**config.mk**
```make
export PLATFORM = sky130hd
export DESIGN_NAME = txdr_done_reporter
export DESIGN_NICKNAME = d
export VERILOG_FILES = /design/src/rtl/txdr_pkg.sv /design/src/rtl/txdr_chan_state.sv /design/src/rtl/txdr_entry_gen.sv /design/src/rtl/txdr_out_reg.sv /design/src/rtl/txdr_done_reporter.sv
export SDC_FILE = /design/constraint.sdc
export NUM_CORES = 1
export LEC_CHECK = 0
export BUFFER_PORTS_ARGS = -buffer_cell sky130_fd_sc_hd__buf_2
export CORE_ASPECT_RATIO = 1.4
export CORE_UTILIZATION = 55
export CTS_CLUSTER_SIZE = 30
export DETAILED_ROUTE_END_ITERATION = 8
export PLACE_DENSITY = 0.76
export SLEW_MARGIN = 20
export SYNTH_ARGS = -nofsm -noshare
export SYNTH_HDL_FRONTEND = slang
export SYNTH_SLANG_ARGS = --single-unit
export TNS_END_PERCENT = 1
```
**constraint.sdc**
```tcl
create_clock -name clk_i -period 4.5 [get_ports clk_i]
set_input_delay 0.675 -clock clk_i [delete_from_list [all_inputs] [get_ports clk_i]]
set_output_delay 0.675 -clock clk_i [all_outputs]
set_load 0.01 [all_outputs]
```
**src/rtl/txdr_pkg.sv**
```systemverilog
package txdr_pkg;
  localparam logic [2:0] ST_PKT_OK   = 3'b000;
  localparam logic [2:0] ST_BUF_MID  = 3'b001;
  localparam logic [2:0] ST_BUF_END  = 3'b010;
  localparam logic [2:0] ST_BUF_ONE  = 3'b011;
  localparam logic [2:0] ST_ERR_FLAG = 3'b100;
  localparam logic [2:0] ST_ERR_SIZE = 3'b101;
endpackage

```
**src/rtl/txdr_chan_state.sv**
```systemverilog
module txdr_chan_state #(
  parameter int DESC_W    = 32,
  parameter int ADDR_W    = 32,
  parameter int CNT_W     = 13,
  parameter int MAX_BYTES = 8188
) (
  input  logic              clk_i,
  input  logic              rst_ni,
  input  logic              cfg_we_i,
  input  logic              cfg_en_i,
  input  logic              cfg_mode_i,
  input  logic              pend_we_i,
  input  logic [DESC_W-1:0] pend_desc_i,
  input  logic [ADDR_W-1:0] pend_addr_i,
  input  logic              pend_rst_i,
  input  logic              evt_we_i,
  input  logic [CNT_W-1:0]  evt_bytes_i,
  input  logic              evt_eof_i,
  input  logic              evt_err_i,
  output logic              en_o,
  output logic              mode_o,
  output logic              busy_o,
  output logic [DESC_W-1:0] first_o,
  output logic [DESC_W-1:0] desc_o,
  output logic [ADDR_W-1:0] addr_o,
  output logic [CNT_W-1:0]  cnt_o
);
  localparam logic [CNT_W-1:0] MAX_C = CNT_W'(MAX_BYTES);

  logic hit, bad, good;
  assign hit  = evt_we_i && en_o;
  assign bad  = evt_err_i || (evt_bytes_i > MAX_C);
  assign good = hit && !bad;

  always_ff @(posedge clk_i or negedge rst_ni) begin
    if (!rst_ni) begin
      en_o    <= 1'b0;
      mode_o  <= 1'b0;
      busy_o  <= 1'b0;
      first_o <= '0;
      desc_o  <= '0;
      addr_o  <= '0;
      cnt_o   <= '0;
    end else begin
      // priority: host write > reset request > error disable
      if (cfg_we_i) begin
        en_o   <= cfg_en_i;
        mode_o <= cfg_mode_i;
      end else if (pend_we_i && pend_rst_i) begin
        en_o <= 1'b1;
      end else if (hit && bad) begin
        en_o <= 1'b0;
      end

      if (pend_we_i && pend_rst_i) busy_o <= 1'b0;
      else if (hit)                busy_o <= !bad && !evt_eof_i;

      if (good && !busy_o && !evt_eof_i) first_o <= desc_o;
      if (good) cnt_o <= evt_bytes_i;

      if (pend_we_i) begin
        desc_o <= pend_desc_i;
        addr_o <= pend_addr_i;
      end else if (good) begin
        addr_o <= addr_o + ADDR_W'(evt_bytes_i);
      end
    end
  end
endmodule

```
**src/rtl/txdr_entry_gen.sv**
```systemverilog
module txdr_entry_gen #(
  parameter int DESC_W    = 32,
  parameter int CNT_W     = 13,
  parameter int MAX_BYTES = 8188
) (
  input  logic              fire_i,
  input  logic              en_i,
  input  logic              mode_i,
  input  logic              busy_i,
  input  logic [DESC_W-1:0] first_i,
  input  logic [DESC_W-1:0] desc_i,
  input  logic [CNT_W-1:0]  bytes_i,
  input  logic              eof_i,
  input  logic              err_i,
  output logic              load_o,
  output logic [DESC_W-1:0] desc_o,
  output logic [2:0]        status_o
);
  import txdr_pkg::*;
  localparam logic [CNT_W-1:0] MAX_C = CNT_W'(MAX_BYTES);

  logic [DESC_W-1:0] pkt_desc;
  assign pkt_desc = busy_i ? first_i : desc_i;

  always_comb begin
    load_o   = 1'b0;
    desc_o   = pkt_desc;
    status_o = ST_PKT_OK;
    if (fire_i && en_i) begin
      if (err_i) begin
        load_o   = 1'b1;
        status_o = ST_ERR_FLAG;
      end else if (bytes_i > MAX_C) begin
        load_o   = 1'b1;
        status_o = ST_ERR_SIZE;
      end else if (!mode_i) begin
        load_o = eof_i;
      end else begin
        load_o   = 1'b1;
        desc_o   = desc_i;
        status_o = !eof_i ? ST_BUF_MID : (busy_i ? ST_BUF_END : ST_BUF_ONE);
      end
    end
  end
endmodule

```
**src/rtl/txdr_out_reg.sv**
```systemverilog
module txdr_out_reg #(
  parameter int CH_W   = 2,
  parameter int DESC_W = 32
) (
  input  logic              clk_i,
  input  logic              rst_ni,
  input  logic              load_i,
  input  logic [CH_W-1:0]   ch_i,
  input  logic [DESC_W-1:0] desc_i,
  input  logic [2:0]        status_i,
  input  logic              ready_i,
  output logic              valid_o,
  output logic [CH_W-1:0]   ch_o,
  output logic [DESC_W-1:0] desc_o,
  output logic [2:0]        status_o
);
  always_ff @(posedge clk_i or negedge rst_ni) begin
    if (!rst_ni) begin
      valid_o  <= 1'b0;
      ch_o     <= '0;
      desc_o   <= '0;
      status_o <= '0;
    end else if (load_i) begin
      valid_o  <= 1'b1;
      ch_o     <= ch_i;
      desc_o   <= desc_i;
      status_o <= status_i;
    end else if (ready_i) begin
      valid_o <= 1'b0;
    end
  end
endmodule

```
**src/rtl/txdr_done_reporter.sv**
```systemverilog
module txdr_done_reporter #(
  parameter int NUM_CH    = 4,
  parameter int DESC_W    = 32,
  parameter int ADDR_W    = 32,
  parameter int CNT_W     = 13,
  parameter int MAX_BYTES = 8188,
  localparam int CH_W     = (NUM_CH > 1) ? $clog2(NUM_CH) : 1
) (
  input  logic              clk_i,
  input  logic              rst_ni,
  input  logic              cfg_we_i,
  input  logic [CH_W-1:0]   cfg_ch_i,
  input  logic              cfg_en_i,
  input  logic              cfg_mode_i,
  input  logic              pend_valid_i,
  input  logic [CH_W-1:0]   pend_ch_i,
  input  logic [DESC_W-1:0] pend_desc_i,
  input  logic [ADDR_W-1:0] pend_addr_i,
  input  logic              pend_rst_i,
  input  logic              evt_valid_i,
  output logic              evt_ready_o,
  input  logic [CH_W-1:0]   evt_ch_i,
  input  logic [CNT_W-1:0]  evt_bytes_i,
  input  logic              evt_eof_i,
  input  logic              evt_err_i,
  output logic              done_valid_o,
  input  logic              done_ready_i,
  output logic [CH_W-1:0]   done_ch_o,
  output logic [DESC_W-1:0] done_desc_o,
  output logic [2:0]        done_status_o,
  input  logic [CH_W-1:0]   peek_ch_i,
  output logic              peek_en_o,
  output logic [ADDR_W-1:0] peek_addr_o,
  output logic [CNT_W-1:0]  peek_cnt_o
);
  logic [NUM_CH-1:0] ch_en, ch_mode, ch_busy;
  logic [DESC_W-1:0] ch_first [NUM_CH];
  logic [DESC_W-1:0] ch_desc  [NUM_CH];
  logic [ADDR_W-1:0] ch_addr  [NUM_CH];
  logic [CNT_W-1:0]  ch_cnt   [NUM_CH];

  logic              evt_acc, ent_load;
  logic [DESC_W-1:0] ent_desc;
  logic [2:0]        ent_status;

  assign evt_ready_o = !done_valid_o || done_ready_i;
  assign evt_acc     = evt_valid_i && evt_ready_o;

  for (genvar g = 0; g < NUM_CH; g++) begin : g_ch
    txdr_chan_state #(
      .DESC_W(DESC_W), .ADDR_W(ADDR_W), .CNT_W(CNT_W), .MAX_BYTES(MAX_BYTES)
    ) u_state (
      .clk_i      (clk_i),
      .rst_ni     (rst_ni),
      .cfg_we_i   (cfg_we_i && cfg_ch_i == CH_W'(g)),
      .cfg_en_i   (cfg_en_i),
      .cfg_mode_i (cfg_mode_i),
      .pend_we_i  (pend_valid_i && pend_ch_i == CH_W'(g)),
      .pend_desc_i(pend_desc_i),
      .pend_addr_i(pend_addr_i),
      .pend_rst_i (pend_rst_i),
      .evt_we_i   (evt_acc && evt_ch_i == CH_W'(g)),
      .evt_bytes_i(evt_bytes_i),
      .evt_eof_i  (evt_eof_i),
      .evt_err_i  (evt_err_i),
      .en_o       (ch_en[g]),
      .mode_o     (ch_mode[g]),
      .busy_o     (ch_busy[g]),
      .first_o    (ch_first[g]),
      .desc_o     (ch_desc[g]),
      .addr_o     (ch_addr[g]),
      .cnt_o      (ch_cnt[g])
    );
  end

  txdr_entry_gen #(
    .DESC_W(DESC_W), .CNT_W(CNT_W), .MAX_BYTES(MAX_BYTES)
  ) u_gen (
    .fire_i  (evt_acc),
    .en_i    (ch_en[evt_ch_i]),
    .mode_i  (ch_mode[evt_ch_i]),
    .busy_i  (ch_busy[evt_ch_i]),
    .first_i (ch_first[evt_ch_i]),
    .desc_i  (ch_desc[evt_ch_i]),
    .bytes_i (evt_bytes_i),
    .eof_i   (evt_eof_i),
    .err_i   (evt_err_i),
    .load_o  (ent_load),
    .desc_o  (ent_desc),
    .status_o(ent_status)
  );

  txdr_out_reg #(.CH_W(CH_W), .DESC_W(DESC_W)) u_out (
    .clk_i   (clk_i),
    .rst_ni  (rst_ni),
    .load_i  (ent_load),
    .ch_i    (evt_ch_i),
    .desc_i  (ent_desc),
    .status_i(ent_status),
    .ready_i (done_ready_i),
    .valid_o (done_valid_o),
    .ch_o    (done_ch_o),
    .desc_o  (done_desc_o),
    .status_o(done_status_o)
  );

  assign peek_en_o   = ch_en[peek_ch_i];
  assign peek_addr_o = ch_addr[peek_ch_i];
  assign peek_cnt_o  = ch_cnt[peek_ch_i];
endmodule

```
==> results of run 1 <==
[final cells by class]
class,instances,area (µm²),share of cell area
Antenna cell,7,17.5,0.000613
Timing Repair Buffer,223,1330,0.0467
Clock inverter,20,181,0.00635
Tap cell,611,764,0.0268
Clock buffer,67,1360,0.0477
Inverter,16,60.1,0.00210
Multi-Input combinational cell,1844,12700,0.444
Sequential cell,486,12200,0.426
[layout by cell type (no fill, tap or decap), types with 52 or more instances in the layout]
cell,count
ha_1,52
a21oi_1,97
xnor2_1,56
mux2_2,102
o21ai_0,134
dfrtp_1,486
buf_2,177
nand2_1,733
nor2_1,112
mux4_2,112
[through the flow]
stage          area, µm²  hold WS (ns)  setup WS [ns]  cells
2_1_floorplan      25500         0.379           1.54   2488
3_3_place_gp       27000         0.452          0.985   3178
3_5_place_dp       27000         0.458          0.941   3178
4_1_cts            28500         0.131           1.40   3265
5_1_grt            28600         0.140           1.17   3273
6_report           28600        0.0994           1.34   3274
[worst max-delay path, delay by kind of cell (launching register included)]
family | cells | cell delay [ns]
AO/OA/AOI/OAI | 4 | 0.96
XOR/XNOR | 1 | 0.19
adder cells (fa/ha/maj) | 2 | 0.65
flip-flops | 1 | 0.40
AND/OR/NAND/NOR | 2 | 0.80
[cells by family (layout without fill, tap and decap cells)]
group	Yosys count	in the layout	share of synthesized area
adder cells (fa/ha/maj)	56	56	0.0287
AND/OR/NAND/NOR	1052	1052	0.174
AO/OA/AOI/OAI	346	346	0.0801
XOR/XNOR	103	103	0.0354
other	0	7	0
multiplexers	287	287	0.179
buffers and inverters	158	326	0.0254
flip-flops	486	486	0.478
[worst paths after layout]
kind                                         endpoint  slack, ns  depth (start not counted)
min                          g_ch[2].u_state.cnt_o[4]        0.1                          1
max                        g_ch[0].u_state.addr_o[14]       1.34                          9
min reg2reg                 g_ch[2].u_state.cnt_o[10]       0.47                          2
max reg2reg                g_ch[0].u_state.addr_o[14]       1.34                          9
min in group clk_i         g_ch[1].u_state.desc_o[23]       0.32                          3
max in group asynchronous  g_ch[3].u_state.first_o[9]       3.28                          2
[flip-flops by register name, summed over array words and instances (netlist names)]
| signal | count |
|---|---|
| g_ch.u_state.busy_o | 4 |
| g_ch.u_state.cnt_o | 52 |
| g_ch.u_state.desc_o | 128 |
| u_out.valid_o | 1 |
| g_ch.u_state.addr_o | 128 |
| g_ch.u_state.first_o | 128 |
| u_out.desc_o | 32 |
| u_out.ch_o | 2 |
| g_ch.u_state.mode_o | 4 |
| u_out.status_o | 3 |
| g_ch.u_state.en_o | 4 |
[metal layers]
metal  vias to the layer above  GRT usage  routed length, µm  part of all wire
li1                       8914          -                  -                 -
met1                      9913      0.392              27100              0.38
met2                       899      0.525              35400              0.49
met3                       222     0.0557               5740             0.080
met4                        10      0.147               3370             0.047
met5                         -          0                 64           0.00089
[power by group]
group / leakage, nW / total, mW / internal [mW] / switching (mW)
sequential: 6.11 / 6.13 / 5.38 / 0.743
combinational: 6.60 / 3.66 / 1.74 / 1.92
clock: 0.752 / 4.01 / 2.23 / 1.77
total: 13.5 / 13.8 / 9.36 / 4.43
==> run_results.csv, run 1 <==
group,metric,value,unit
route,vias,19958,
synth,synth_cells,2488,
setup_path,cp_slowest_cell,"nor4_1",
synth,yosysMostFrequentCell,"nand2_1",
timing,setup_viol,0,
synth,synth_nets,2640,
synth,synth_edf_count,0,
status,outcome,"finished clean",
global_route,grt_overflow_total,0,
place,io_buffers,180,
synth,syn-mean-instance-area,10.2,µm²
finish,area_growth,12.2,%
worst_hold_path,hp-class,"primary input to async pin",
clocking,clock_path_buffers,3,
timing,period_needed,3.16,ns
clocking,cts-root-buf,"clkbuf_16",
floorplanning,die_h,257,µm
synth,yosys_warnings,0,
synth,synth_area_leaders,"dfrtp_1 48%, nand2_1 11%, mux4_2 9.9%, mux2_2 4.5%, o21ai_0 2.6%",
floorplanning,core,0.0454,mm²
clocking,h-tree-depth,2,
floorplanning,die-width,184,µm
floorplanning,std_cell_rows,92,
synth,syn_area,0.0255,mm²
global_route,antenna_found_initial,14,
global_route,grt_pass1_vias,20746,
setup_path,worstSetupStartpointType,"register",
route,dr.pass1.iters,6,
finish,final.fill_count,3695,
setup_path,slowest_delay,0.55,ns
timing,slew-limit-headroom,0.276,
timing,setup_tns,0,ns
finish,drive_gt1_frac,0.213,
setup_path,critPathArrivalTime,3.58,ns
setup_path,path_max_fanout,9,
setup_path,startpoint,"g_ch[0].u_state.addr_o[0]",
setup_path,crit_type,"register to register",
timing,fin_crit_sh,0.703,
route,drc,0,
setup_path,worstPathCellList,"ha_1 > fa_1 > a21oi_1 > o21bai_1 > nor4_1 > o21ai_1 > nand3_1 > xor2_1 > o21ai_0",
power,total_power,13.8,mW
synth,synth.distinct_cells,65,
clocking,cts_buffers,47,
setup_path,cp-end-kind,"register",
timing,worst_pin_slew,1.09,ns
synth,synth-seq-cells,486,
clocking,ctsResizeCount,0,
route,routed_wl,71700,µm
route,routedWlPerCell,21.9,µm
timing,fin_skew,0.0192,ns
timing,hold_viol,0,
timing,clock.fmax,316,MHz
power,powerDensity,483,mW/mm²
floorplanning,top_level_ports,181,
clocking,path_clk_slew,0.06,ns
route,vias_per_cell,6.10,
global_route,grt_usage,0.313,
route,antenna_left,0,
place,gp_congestion,0.945,
route,drt_iter0_markers,1825,
floorplanning,dieArea,0.0472,mm²
synth,synth_top_area_share,0.478,
place,place_hpwl,46900,µm
flow_run,cap_violations,0,
clocking,clock-sinks,486,
synth,ys_seq_area_frac,0.478,
clocking,clk_latency,0.59,ns
synth,ys_top_cells_by_count,"733 x nand2_1, 486 x dfrtp_1, 134 x o21ai_0, 113 x nor2_1, 112 x mux4_2",
finish,finish.utilization,0.630,
synth,synthArstFlopShare,1.00,
timing,slew_viol_final,0,
setup_path,r2r_start,"g_ch[0].u_state.addr_o[0]",
power,vdd_ir_drop_max,0.319,mV
finish,fin_nets,2770,
synth,synth_ff_type,"dfrtp_1",
timing,rsz0062_at_grt,"no",
floorplanning,start_util,0.561,
global_route,grt_pass1_wl,114000,µm
power,p_leak,13.5,nW
setup_path,critPathRequiredTime,4.91,ns
global_route,grt_max_degree,110,
clocking,postCtsSetupBuffers,0,
clocking,postCtsHoldBufs,0,
clocking,cts_tree,"built",
synth,yosysTopAreaCell,"dfrtp_1",
(Power assumes the default switching activity.)
==> run 2, diff against run 1 <==
==> constraint.sdc (replaced) <==
create_clock -name clk_i -period 3.03 [get_ports clk_i]
set_input_delay 0.4545 -clock clk_i [delete_from_list [all_inputs] [get_ports clk_i]]
set_output_delay 0.4545 -clock clk_i [all_outputs]
set_load 0.01 [all_outputs]
==> run_results.csv, run 2 (same netlist as run 1, synthesis figures left out) <==
group,metric,value,unit
power,powerDensity,701,mW/mm²
finish,finish.utilization,0.642,
timing,slew_viol_final,0,
route,wl_met2,36600,µm
timing,setup_tns,0,ns
setup_path,worstPathCellList,"ha_1 > fa_1 > a21o_1 > a221oi_1 > buf_4 > o221ai_1 > o2111ai_2 > buf_12 > nor3_1 > xnor2_1 > o21ai_0",
setup_path,path_max_fanout,9,
global_route,grt_pass1_vias,21482,
setup_path,slowest_delay,0.41,ns
timing,hold_viol,0,
finish,final_area,0.0291,mm²
route,wl_met1,27700,µm
floorplanning,std_cell_rows,92,
place,place_hpwl,49300,µm
setup_path,critPathRequiredTime,3.51,ns
finish,final_cell_mix,"733 x nand2_1, 486 x dfrtp_1, 177 x buf_2",
floorplanning,core,0.0454,mm²
timing,hold_slack,0.124,ns
power,p_leak,13.8,nW
global_route,grt_overflow_total,0,
global_route,grt_pass1_wl,117000,µm
setup_path,critPathArrivalTime,3.34,ns
timing,setup_ws,0.168,ns
clocking,cts_buffers,47,
clocking,cts_tree,"built",
route,wl_met3,5430,µm
finish,drive_gt1_frac,0.226,
timing,fin_crit_sh,0.945,
finish,fin_nets,2819,
floorplanning,start_util,0.561,
finish,top_regs,"g_ch.u_state.addr_o (128), g_ch.u_state.desc_o (128), g_ch.u_state.first_o (128)",
clocking,clk_latency,0.57,ns
floorplanning,die-width,184,µm
route,routed_wl,73100,µm
floorplanning,dieArea,0.0472,mm²
timing,worst_pin_slew,0.981,ns
timing,setup_viol,0,
clocking,clock-sinks,486,
setup_path,cp_slowest_cell,"fa_1",
place,io_buffers,180,
place,place_area,0.0276,mm²
route,dr.pass1.iters,5,
power,total_power,20.4,mW
global_route,grt_max_degree,82,
timing,period_needed,2.86,ns
route,antenna_left,0,
finish,instances_no_fill,3317,
place,place_inst,3228,
clocking,clock_path_buffers,3,
route,topRoutingLayerUsed,"met5",
floorplanning,top_level_ports,181,
setup_path,path_delay_family,"compound AO/OA/AOI/OAI gates",
route,vias,20272,
route,drc,0,
flow_run,cap_violations,0,
timing,fin_skew,0.0117,ns
timing,slew-limit-headroom,0.346,
timing,rsz0062_at_grt,"no",
route,drt_iter0_markers,1692,
clocking,cts-root-buf,"clkbuf_16",
setup_path,cp-end-kind,"register",
setup_path,crit_type,"register to register",
finish,area_growth,14.3,%
route,routedWlPerCell,22.0,µm
global_route,grt_usage,0.320,
route,vias_per_cell,6.11,
timing,clock.fmax,349,MHz
setup_path,worstSetupStartpointType,"register",
setup_path,worst-path-buf-inv,2,
status,outcome,"finished clean",
global_route,antenna_found_initial,11,
floorplanning,die_h,257,µm
finish,final_common_cell,"nand2_1",
place,pre_cts_slack,-0.0528,ns
power,vdd_ir_drop_max,0.481,mV
worst_hold_path,hp-class,"primary input to register",
clocking,h-tree-depth,2,
clocking,path_clk_slew,0.07,ns
clocking,postCtsSetupBuffers,0,
finish,final.fill_count,3595,
place,gp_congestion,0.932,
[run 2: final cells by class]
cell class | count | area [µm²] | area share
Antenna cell | 6 | 15.0 | 0.000516
Clock buffer | 66 | 1350 | 0.0463
Clock inverter | 16 | 114 | 0.00391
Inverter | 16 | 60.1 | 0.00206
Multi-Input combinational cell | 1844 | 12700 | 0.436
Sequential cell | 486 | 12200 | 0.418
Tap cell | 611 | 764 | 0.0263
Timing Repair Buffer | 272 | 1950 | 0.0669
[run 2: timing repair]
item	4_1_cts	5_1_grt
resized for setup	0	1
hold endpoints to repair	70	0
setup endpoints to repair	0	1
hold buffers	1	0
[run 2: power breakdown]
part / total (mW) / internal, mW / leakage [nW] / switching (mW)
Combinational: 5.58 / 2.72 / 6.94 / 2.87
Clock: 5.69 / 3.11 / 0.705 / 2.58
Sequential: 9.13 / 8.00 / 6.11 / 1.13
[run 2: final timing paths]
kind | from | end | slack (ns) | cells past startpoint
worst max-delay path | g_ch[2].u_state.addr_o[0] | g_ch[2].u_state.addr_o[30] | 0.17 | 11
worst min-delay path | pend_desc_i[24] | g_ch[0].u_state.desc_o[24] | 0.12 | 3
worst max register to register | g_ch[2].u_state.addr_o[0] | g_ch[2].u_state.addr_o[30] | 0.17 | 11
worst min register to register | g_ch[3].u_state.cnt_o[7] | g_ch[3].u_state.cnt_o[7] | 0.47 | 2
max in group asynchronous | rst_ni | g_ch[2].u_state.desc_o[5] | 1.58 | 3
min in group asynchronous | rst_ni | g_ch[2].u_state.addr_o[0] | 0.49 | 2
[run 2: worst register-to-register path, stage by stage (launching register included)]
cell	delay, ns
dfrtp_1	0.40
ha_1	0.22
fa_1	0.41
a21o_1	0.26
a221oi_1	0.29
buf_4	0.19
o221ai_1	0.18
o2111ai_2	0.26
buf_12	0.17
nor3_1	0.07
xnor2_1	0.13
o21ai_0	0.17
[run 2: metal layers]
layer / track usage / vias up
met4: 0.162 / 8
li1: - / 9013
met2: 0.538 / 890
met1: 0.397 / 10138
met5: 0 / -
met3: 0.0531 / 223
==> run 3, diff against run 2 <==
==> constraint.sdc (replaced) <==
create_clock -name clk_i -period 3.03 [get_ports clk_i]
set_input_delay 0.606 -clock clk_i [delete_from_list [all_inputs] [get_ports clk_i]]
set_output_delay 0.606 -clock clk_i [all_outputs]
set_load 0.01 [all_outputs]
==> run_results.csv, run 3 (same netlist as run 1, synthesis figures left out) <==
group,metric,value,unit
power,p_leak,13.9,nW
setup_path,critPathRequiredTime,3.47,ns
setup_path,worst-path-buf-inv,2,
route,drt_iter0_markers,1824,
clocking,clock-sinks,486,
power,seqPwrFrac,0.440,
global_route,grt.met3_usage,0.0551,
setup_path,cp-end-kind,"register",
flow_run,cap_violations,0,
global_route,gr-max-usage-layer,"met2",
finish,final_area,0.0293,mm²
finish,drive_gt1_frac,0.231,
floorplanning,die_h,257,µm
route,routed_wl,72800,µm
finish,top_regs,"g_ch.u_state.addr_o (128), g_ch.u_state.desc_o (128), g_ch.u_state.first_o (128)",
setup_path,worstSetupStartpointType,"register",
global_route,grt_usage,0.318,
power,powerDensity,706,mW/mm²
power,p_sw,6.54,mW
finish,fin_nets,2838,
power,comb_power_share,0.273,
timing,setup_viol,0,
clocking,postCtsHoldBufs,0,
route,drc,0,
setup_path,critPathArrivalTime,3.42,ns
timing,hold_viol,0,
setup_path,r2r_slack,0.05,ns
global_route,grt_max_degree,80,
timing,period_needed,2.98,ns
global_route,grt_pass1_wl,116000,µm
place,gp_congestion,0.930,
global_route,use_met2,0.535,
timing,worst_pin_slew,0.933,ns
route,routedWlPerCell,21.8,µm
global_route,antenna_found_initial,12,
floorplanning,std_cell_rows,92,
setup_path,worstPathCellList,"ha_1 > fa_1 > a21o_1 > a221oi_1 > buf_4 > o221ai_1 > o2111ai_2 > buf_12 > nor3_1 > xnor2_1 > o21ai_1",
power,intPower,14.1,mW
setup_path,r2r_start,"g_ch[2].u_state.addr_o[0]",
timing,rsz0062_at_grt,"yes",
setup_path,path_delay_family,"compound AO/OA/AOI/OAI gates",
finish,area_growth,15.0,%
finish,finish.utilization,0.646,
global_route,grt.met1_usage,0.392,
route,antenna_left,0,
place,io_buffers,180,
setup_path,crit_type,"register to register",
clocking,cts-root-buf,"clkbuf_16",
finish,final_cell_mix,"733 x nand2_1, 486 x dfrtp_1, 177 x buf_2",
power,total_power,20.7,mW
clocking,h-tree-depth,2,
place,place_hpwl,48800,µm
floorplanning,dieArea,0.0472,mm²
route,vias_per_cell,6.10,
clocking,cts_tree,"built",
floorplanning,core,0.0454,mm²
setup_path,r2r_end,"g_ch[2].u_state.addr_o[28]",
clocking,clock_path_buffers,3,
global_route,grt_overflow_total,0,
floorplanning,die-width,184,µm
route,vias,20334,
place,place_area,0.0277,mm²
timing,clock.fmax,335,MHz
power,swShare,0.316,
finish,register_area,0.0122,mm²
clocking,cts_buffers,47,
floorplanning,start_util,0.561,
clocking,clk_latency,0.58,ns
timing,slew_viol_final,0,
setup_path,reg2reg_depth,11,
floorplanning,top_level_ports,181,
power,vdd_ir_drop_max,0.492,mV
route,dr.pass1.iters,7,
finish,multiInputGateArea,0.0127,mm²
setup_path,path_max_fanout,9,
global_route,grt_pass1_vias,21314,
power,clockPowerShare,0.287,
timing,slew-limit-headroom,0.378,
timing,fin_skew,0.0207,ns
setup_path,cp_slowest_cell,"fa_1",
finish,final.fill_count,3531,
finish,final_common_cell,"nand2_1",
status,outcome,"finished clean",
clocking,path_clk_slew,0.06,ns
setup_path,slowest_delay,0.41,ns
worst_hold_path,hp-class,"primary input to async pin",
timing,fin_crit_sh,0.984,
run 3: cell types whose count changed in the layout (fill, tap and decap cells not counted), moves of 3 or more:
cell,before,now
buf_4,66,88
clkbuf_1,10,13
clkbuf_8,8,12
clkinvlp_4,6,1
run 3: what timing repair did:
| item | CTS | global route |
|---|---|---|
| resized for setup | 0 | 3 |
| buffers inserted | 0 | 0 |
| setup endpoints to repair | 0 | 6 |
run 3: metrics by stage:
step           hold slack [ns]  setup TNS (ns)  setup WS [ns]  instances
4_1_cts                0.00933               0         0.0746       3331
3_3_place_gp             0.451           -2.59         -0.155       3248
3_5_place_dp             0.461           -5.58         -0.242       3248
5_1_grt                 0.0205         -0.0100        -0.0100       3335
6_report               0.00194               0         0.0479       3336
2_1_floorplan            0.310               0          0.139       2488
run 3: worst max path at each step:
stage | endpoint | slack (ns) | start | cells after the start
floorplan | g_ch[2].u_state.addr_o[30] | 0.14 | evt_bytes_i[0] | 9
detailed placement | g_ch[2].u_state.addr_o[28] | -0.24 | evt_bytes_i[0] | 12
global route | g_ch[2].u_state.addr_o[28] | -0.01 | g_ch[2].u_state.addr_o[0] | 11
global placement | g_ch[1].u_state.addr_o[24] | -0.16 | evt_bytes_i[0] | 13
finish | g_ch[2].u_state.addr_o[28] | 0.05 | g_ch[2].u_state.addr_o[0] | 11
CTS | g_ch[2].u_state.addr_o[28] | 0.07 | g_ch[2].u_state.addr_o[0] | 11
run 3: routing by layer:
metal / vias to the layer above / routed length (µm) / share of wire
li1: 9042 / - / -
met1: 10071 / 26900 / 0.37
met2: 941 / 36300 / 0.50
met3: 270 / 5800 / 0.080
met4: 10 / 3690 / 0.051
met5: - / 74 / 0.0010
run 3: cell type report:
cell class | instances | share of cell area
Multi-Input combinational cell | 1844 | 0.433
Sequential cell | 486 | 0.415
Timing Repair Buffer | 291 | 0.0704
Clock buffer | 73 | 0.0483
Tap cell | 611 | 0.0261
Clock inverter | 10 | 0.00402
Inverter | 16 | 0.00205
Antenna cell | 5 | 0.000427
run 3: power groups by stage:
stage	logic, mW	registers, mW	clock network [mW]
detailed placement	5.58	9.19	0
global placement	5.39	9.08	0
global route	6.22	9.29	6.23
CTS	5.64	9.08	6.00
finish	5.66	9.10	5.93
floorplan	3.75	8.89	0
run 3: worst reg2reg max path, delay by kind of cell, from the launching register on:
kind                     cells  cell delay (ns)
XOR/XNOR                     1             0.21
flip-flops                   1             0.40
AND/OR/NAND/NOR              1             0.08
adder cells (fa/ha/maj)      2             0.63
buffers and inverters        2             0.35
AO/OA/AOI/OAI                5             1.16
